`src/rtl/irq_route_ctrl.sv`:
```
module irq_route_ctrl #(
  parameter int NSRC = 16,
  parameter int AW   = 12,
  parameter logic [NSRC-1:0] LIVE  = 16'h3BFF,
  parameter logic [AW-1:0]   A_EN   = 12'h100,
  parameter logic [AW-1:0]   A_CLR  = 12'h104,
  parameter logic [AW-1:0]   A_PEND = 12'h108,
  parameter logic [AW-1:0]   A_SEL  = 12'h10C
) (
  input  logic            clk,
  input  logic            rst_n,
  input  logic [NSRC-1:0] req_i,
  input  logic [AW-1:0]   addr_i,
  input  logic            wr_en_i,
  input  logic [NSRC-1:0] wr_data_i,
  output logic [NSRC-1:0] rd_data_o,
  output logic            irq_o,
  output logic            fiq_o
);

  logic [NSRC-1:0] pend_q, en_q, sel_q;
  logic [NSRC-1:0] clr_mask, hot;

  assign clr_mask = (wr_en_i && addr_i == A_CLR) ? wr_data_i : '0;

  always_ff @(posedge clk or negedge rst_n) begin
    if (!rst_n) begin
      pend_q <= '0;
      en_q   <= '0;
      sel_q  <= '0;
    end else begin
      pend_q <= ((pend_q & ~clr_mask) | req_i) & LIVE;
      if (wr_en_i && addr_i == A_EN)  en_q  <= wr_data_i & LIVE;
      if (wr_en_i && addr_i == A_SEL) sel_q <= wr_data_i & LIVE;
    end
  end

  assign hot   = pend_q & en_q;
  assign irq_o = |(hot & sel_q);
  assign fiq_o = |(hot & ~sel_q);

  always_comb begin
    unique case (addr_i)
      A_EN:    rd_data_o = en_q;
      A_PEND:  rd_data_o = pend_q;
      A_SEL:   rd_data_o = sel_q;
      default: rd_data_o = '0;
    endcase
  end

endmodule

```
`config.mk`:
```
export PLATFORM = sky130hd
export DESIGN_NAME = irq_route_ctrl
export DESIGN_NICKNAME = d
export VERILOG_FILES = /design/src/rtl/irq_route_ctrl.sv
export SDC_FILE = /design/constraint.sdc
export NUM_CORES = 1
export LEC_CHECK = 0
export CAP_MARGIN = 25
export CORE_MARGIN = 4
export CORE_UTILIZATION = 51
export DETAILED_ROUTE_END_ITERATION = 16
export PLACE_DENSITY = 0.85
export SLEW_MARGIN = 5
export SYNTH_ARGS = -nofsm -noshare
export SYNTH_HDL_FRONTEND = slang
export SYNTH_SLANG_ARGS = --single-unit
```
`constraint.sdc`:
```
create_clock -name clk -period 3.9 [get_ports clk]
set_clock_uncertainty 0.15 [all_clocks]
set_input_delay 0.78 -clock clk [delete_from_list [all_inputs] [get_ports clk]]
set_output_delay 0.78 -clock clk [all_outputs]
set_load 0.005 [all_outputs]
```
# ---- Yosys cells after proc, flatten, opt, wreduce, memory -nomap -nowiden
# Cells that the tools add are included.
# W data, S select, Z words.
dict set report totals {
  reg_bits 39
  latch_bits 0
  mem_bits_rw 0
  rom_bits 0
  output_inout_bits 18
  elab_cells 21
  mem_count 0
}
dict set report classes {
  add_sub_neg 0
  mul 0
  div 0
  magnitude_cmp 0
  eq_ne 4
  n_shift 0
  n_mux 2
  bitwise 7
  n_reduce_logical 5
}
# op n
set op_table {}
lappend op_table {{$eq A12 B9 Y1 const B} 4}
lappend op_table {{$and A14 B14 Y14} 3}
lappend op_table {{$pmux W14 S3} 1}
lappend op_table {{$reduce_or A16 Y1} 2}
lappend op_table {{$and A14 B16 Y16} 1}
lappend op_table {{$not A14 Y16} 1}
lappend op_table {{$mux W14} 1}
lappend op_table {{$not A14 Y14} 1}
lappend op_table {{$or A14 B14 Y14} 1}
lappend op_table {{$logic_and A1 B1 Y1} 3}

# ---- Longest topological paths before layout
dict set report depth {
  ltp_word 6
  ltp_mapped 6
  depth_no_buf 4
}

# ---- Least setup slack after synthesis
# No wires, ideal clock.
dict set report synth_timing {
  path_type {input -> output}
  from {in addr_i[3]}
  to {out rd_data_o[11]}
  t_arrival_ns 1.646
  required_time_ns 2.970
  slack_ns 1.324
  cell_stages 6
  cell_sequence {buf_2 buf_2 mux2i_1 nor2_1 a21oi_1 nor2_1}
}
dict set report synth_between {
  elab_chain_cells 2
}
# element line_no
set synth_rtl {}
lappend synth_rtl {{start, declared} 13} ;# input logic [AW-1:0] addr_i,
lappend synth_rtl {{$eq A12 B9 Y1} 43} ;# unique case (addr_i)
lappend synth_rtl {{$pmux W14 S3 (*)} 43}
lappend synth_rtl {{end, declared} 16} ;# output logic [NSRC-1:0] rd_data_o,
# Mark *: on every way between the ends. The rest lies on a longest branch, timed or not.

# ---- Worst setup path after layout
dict set report layout_timing {
  from {in addr_i[3]}
  to {out rd_data_o[6]}
}
# Same word-level chain as after synthesis.

==> qor.txt <==
R2R Path End -> sel_q[2]$_DFFE_PN0P_
top routing layer used -> met4
Clock Tree Buf Depth -> 2
Sink Count -> 39
Worst-Margin Slew -> 0.8840 ns
cell with the most instances after synthesis -> nor2_1
critical path required time -> 2.97 ns
ANT nets after route -> 0
Static Leak -> 1.270 nW
maximum vdd drop -> 194.6 uV
Port Buffers -> 55
fin crit share -> 91.41%
Post-Syn Instances -> 217
syn_area_per_cell -> 10.25 um2
Seq/Total Area, Yosys -> 43.87%
first-pass GRT wire length -> 9025 um
crit path capture -> rd_data_o[6]
vias in the first global route -> 1899
hold_ws -> 0.4165 ns
R2R Path Start -> sel_q[2]$_DFFE_PN0P_
routed vias -> 1838
status -> finished clean
asr flop ratio synth -> 100.0%
diode count -> 0
startpoint types -> primary input
Root Driver -> clkbuf_8
worst skew pair latency -> 0.29 ns
Core Box Area -> 4115 um2
DRT met1 WL -> 2341 um
post-layout minimum cycle time -> 3.565 ns
drt total wl -> 5558 um
Fin. Hold Viols -> 0
gr ovfl total -> 0
initial antenna violation count -> 0
drt drc -> 0
Clock transition at path regs -> 0.08 ns
main flop type after synthesis -> dfrtp_1
Yosys warnings -> 0
Met2 Routed Length -> 2829 um
CP endpoint kind -> output port
layout cells sized above 1 -> 15.88%
met3 WL -> 278 um
RSZ-0062 raised after global routing -> no
1st-iter DRT viols -> 137
drt pass-1 iters -> 7
crit-path max FO -> 7
final setup vio count -> 0
#FFs+latches synth -> 39
# Max-Cap Violations -> 0
Hold/Removal Path Class -> register to register
Setup CP Type -> primary input to output port
Total GRT Usage -> 21.76%
Mapped Area -> 2225 um2
Routability Congestion -> 0.8135
FP Rows -> 23
most frequent cells after synthesis -> nor2_1 (41), dfrtp_1 (39), mux2_4 (20)
H-tree lvl count -> 2
Setup TNS Final -> 0 ns
CP Launch Point -> addr_i[3]
area leader, netlist -> dfrtp_1
number of enable flip-flop cells after synthesis -> 0
power density over the cells -> 266.0 nW/um2
Die Span Y -> 74.05 um
routed len/inst -> 17.00 um
Max Fclk -> 0.2805 GHz
post-layout net count -> 323
worst path arrival time -> 2.63 ns
area grow syn2layout -> 29.98%
share of the synthesized area in the top cell type -> 43.87%
final-layout fill cell count -> 314
starting density of the core -> 54.06%
TritonCTS Buffers -> 5
DP Wirelength -> 3998 um
# resized after CTS -> 0
Slew Limit Headroom -> 41.07%
die area -> 5483 um2
Post-CTS Setup Bufs -> 0
CTS tree -> built
worst reg2reg path depth -> 1
Pins Over Slew Limit -> 0
pin count of the biggest net entering global routing -> 40
flop2flop setup slack -> 2.93 ns
io pins -> 65
CTS Hold Buffers Added -> 0
post-synthesis cell type count -> 28
Die W -> 74.05 um
vias per cell -> 5.621
Area contributors post-synth -> dfrtp_1 (44%), mux2_4 (13%), nor2_1 (6.9%), mux2i_1 (5.8%), a31oi_1 (4.5%)
==> where the power goes <==
part           internal (mW)  leakage (nW)  switching [mW]
sequential             0.405         0.477         0.00132
combinational         0.0529         0.751          0.0432
clock                  0.126        0.0422           0.141
==> placed cells by master (no fill, tap or decap), drive strengths merged <==
cell type and count:
nor4 3, o22ai 6, clkinv 1, nand3 7
inv 14, and2 1, a21oi 13, nor3b 1
buf 7, mux2 26, nand4 2, nor4b 1
a311oi 1, dfrtp 39, and3 4, conb 3
and4b 1, nor3 1, nor2 41, a31oi 16
nand2 15, clkbuf 7, clkdlybuf4s50 54, mux2i 13
==> metal layers <==
metal / vias to the layer above / GRT usage [%]
li1: 877 / -
met1: 896 / 26.90
met2: 54 / 36.71
met3: 11 / 4.595
met4: 0 / 9.457
met5: - / 0
==> how the worst min path moves through the flow <==
stage,startpoint,end,depth (start not counted)
finish,en_q[4]$_DFFE_PN0P_,en_q[4]$_DFFE_PN0P_,1
CTS,en_q[4]$_DFFE_PN0P_,en_q[4]$_DFFE_PN0P_,1
global route,en_q[4]$_DFFE_PN0P_,en_q[4]$_DFFE_PN0P_,1
floorplan,rst_n,en_q[0]$_DFFE_PN0P_,0
global placement,en_q[4]$_DFFE_PN0P_,en_q[4]$_DFFE_PN0P_,1
detailed placement,en_q[4]$_DFFE_PN0P_,en_q[4]$_DFFE_PN0P_,1
==> worst max-delay path, cell delays in order <==
cell and delay, ns:
clkdlybuf4s50_1 0.68, buf_4 0.26, mux2i_1 0.20, nor2_1 0.05, a21oi_1 0.15, nor2_1 0.06, clkdlybuf4s50_1 0.45
==> logic make-up (layout without fill, tap and decap cells) <==
group	Yosys count	in the layout	share of synthesized area [%]
DFF	39	39	43.87
buffers and inverters	25	83	5.736
muxes	39	39	22.38
other	1	3	0.1686
and+or+nand+nor	77	77	18.34
AOI/OAI and AO/OA	36	36	9.505
==> stage by stage <==
| stage | setup slack (ns) | cells | total power [mW] | instance area (um2) | utilization, % |
|---|---|---|---|---|---|
| 2_1_floorplan | 1.324 | 219 | 0.4468 | 2232 | - |
| 3_3_place_gp | 0.3863 | 319 | 0.5075 | 2810 | 68.29 |
| 3_5_place_dp | 0.3769 | 319 | 0.5103 | 2810 | 68.29 |
| 4_1_cts | 0.3623 | 327 | 0.7721 | 2892 | 70.26 |
| 5_1_grt | 0.2248 | 327 | 0.7992 | 2892 | 70.26 |
| 6_report | 0.3350 | 327 | 0.7691 | 2892 | 70.26 |
==> layout make-up <==
class | count | area [um2] | area share (%)
Clock buffer | 7 | 76.32 | 2.640
Tap cell | 50 | 62.56 | 2.164
Sequential cell | 39 | 975.9 | 33.75
Inverter | 14 | 52.55 | 1.817
Timing Repair Buffer | 61 | 590.6 | 20.42
Multi-Input combinational cell | 155 | 1129 | 39.03
Clock inverter | 1 | 5.005 | 0.1731
==> flip-flops by register name (all words and copies together), names as in the netlist <==
register and flops:
en_q 13, pend_q 13, sel_q 13
Power figures use the tool's default switching activity.
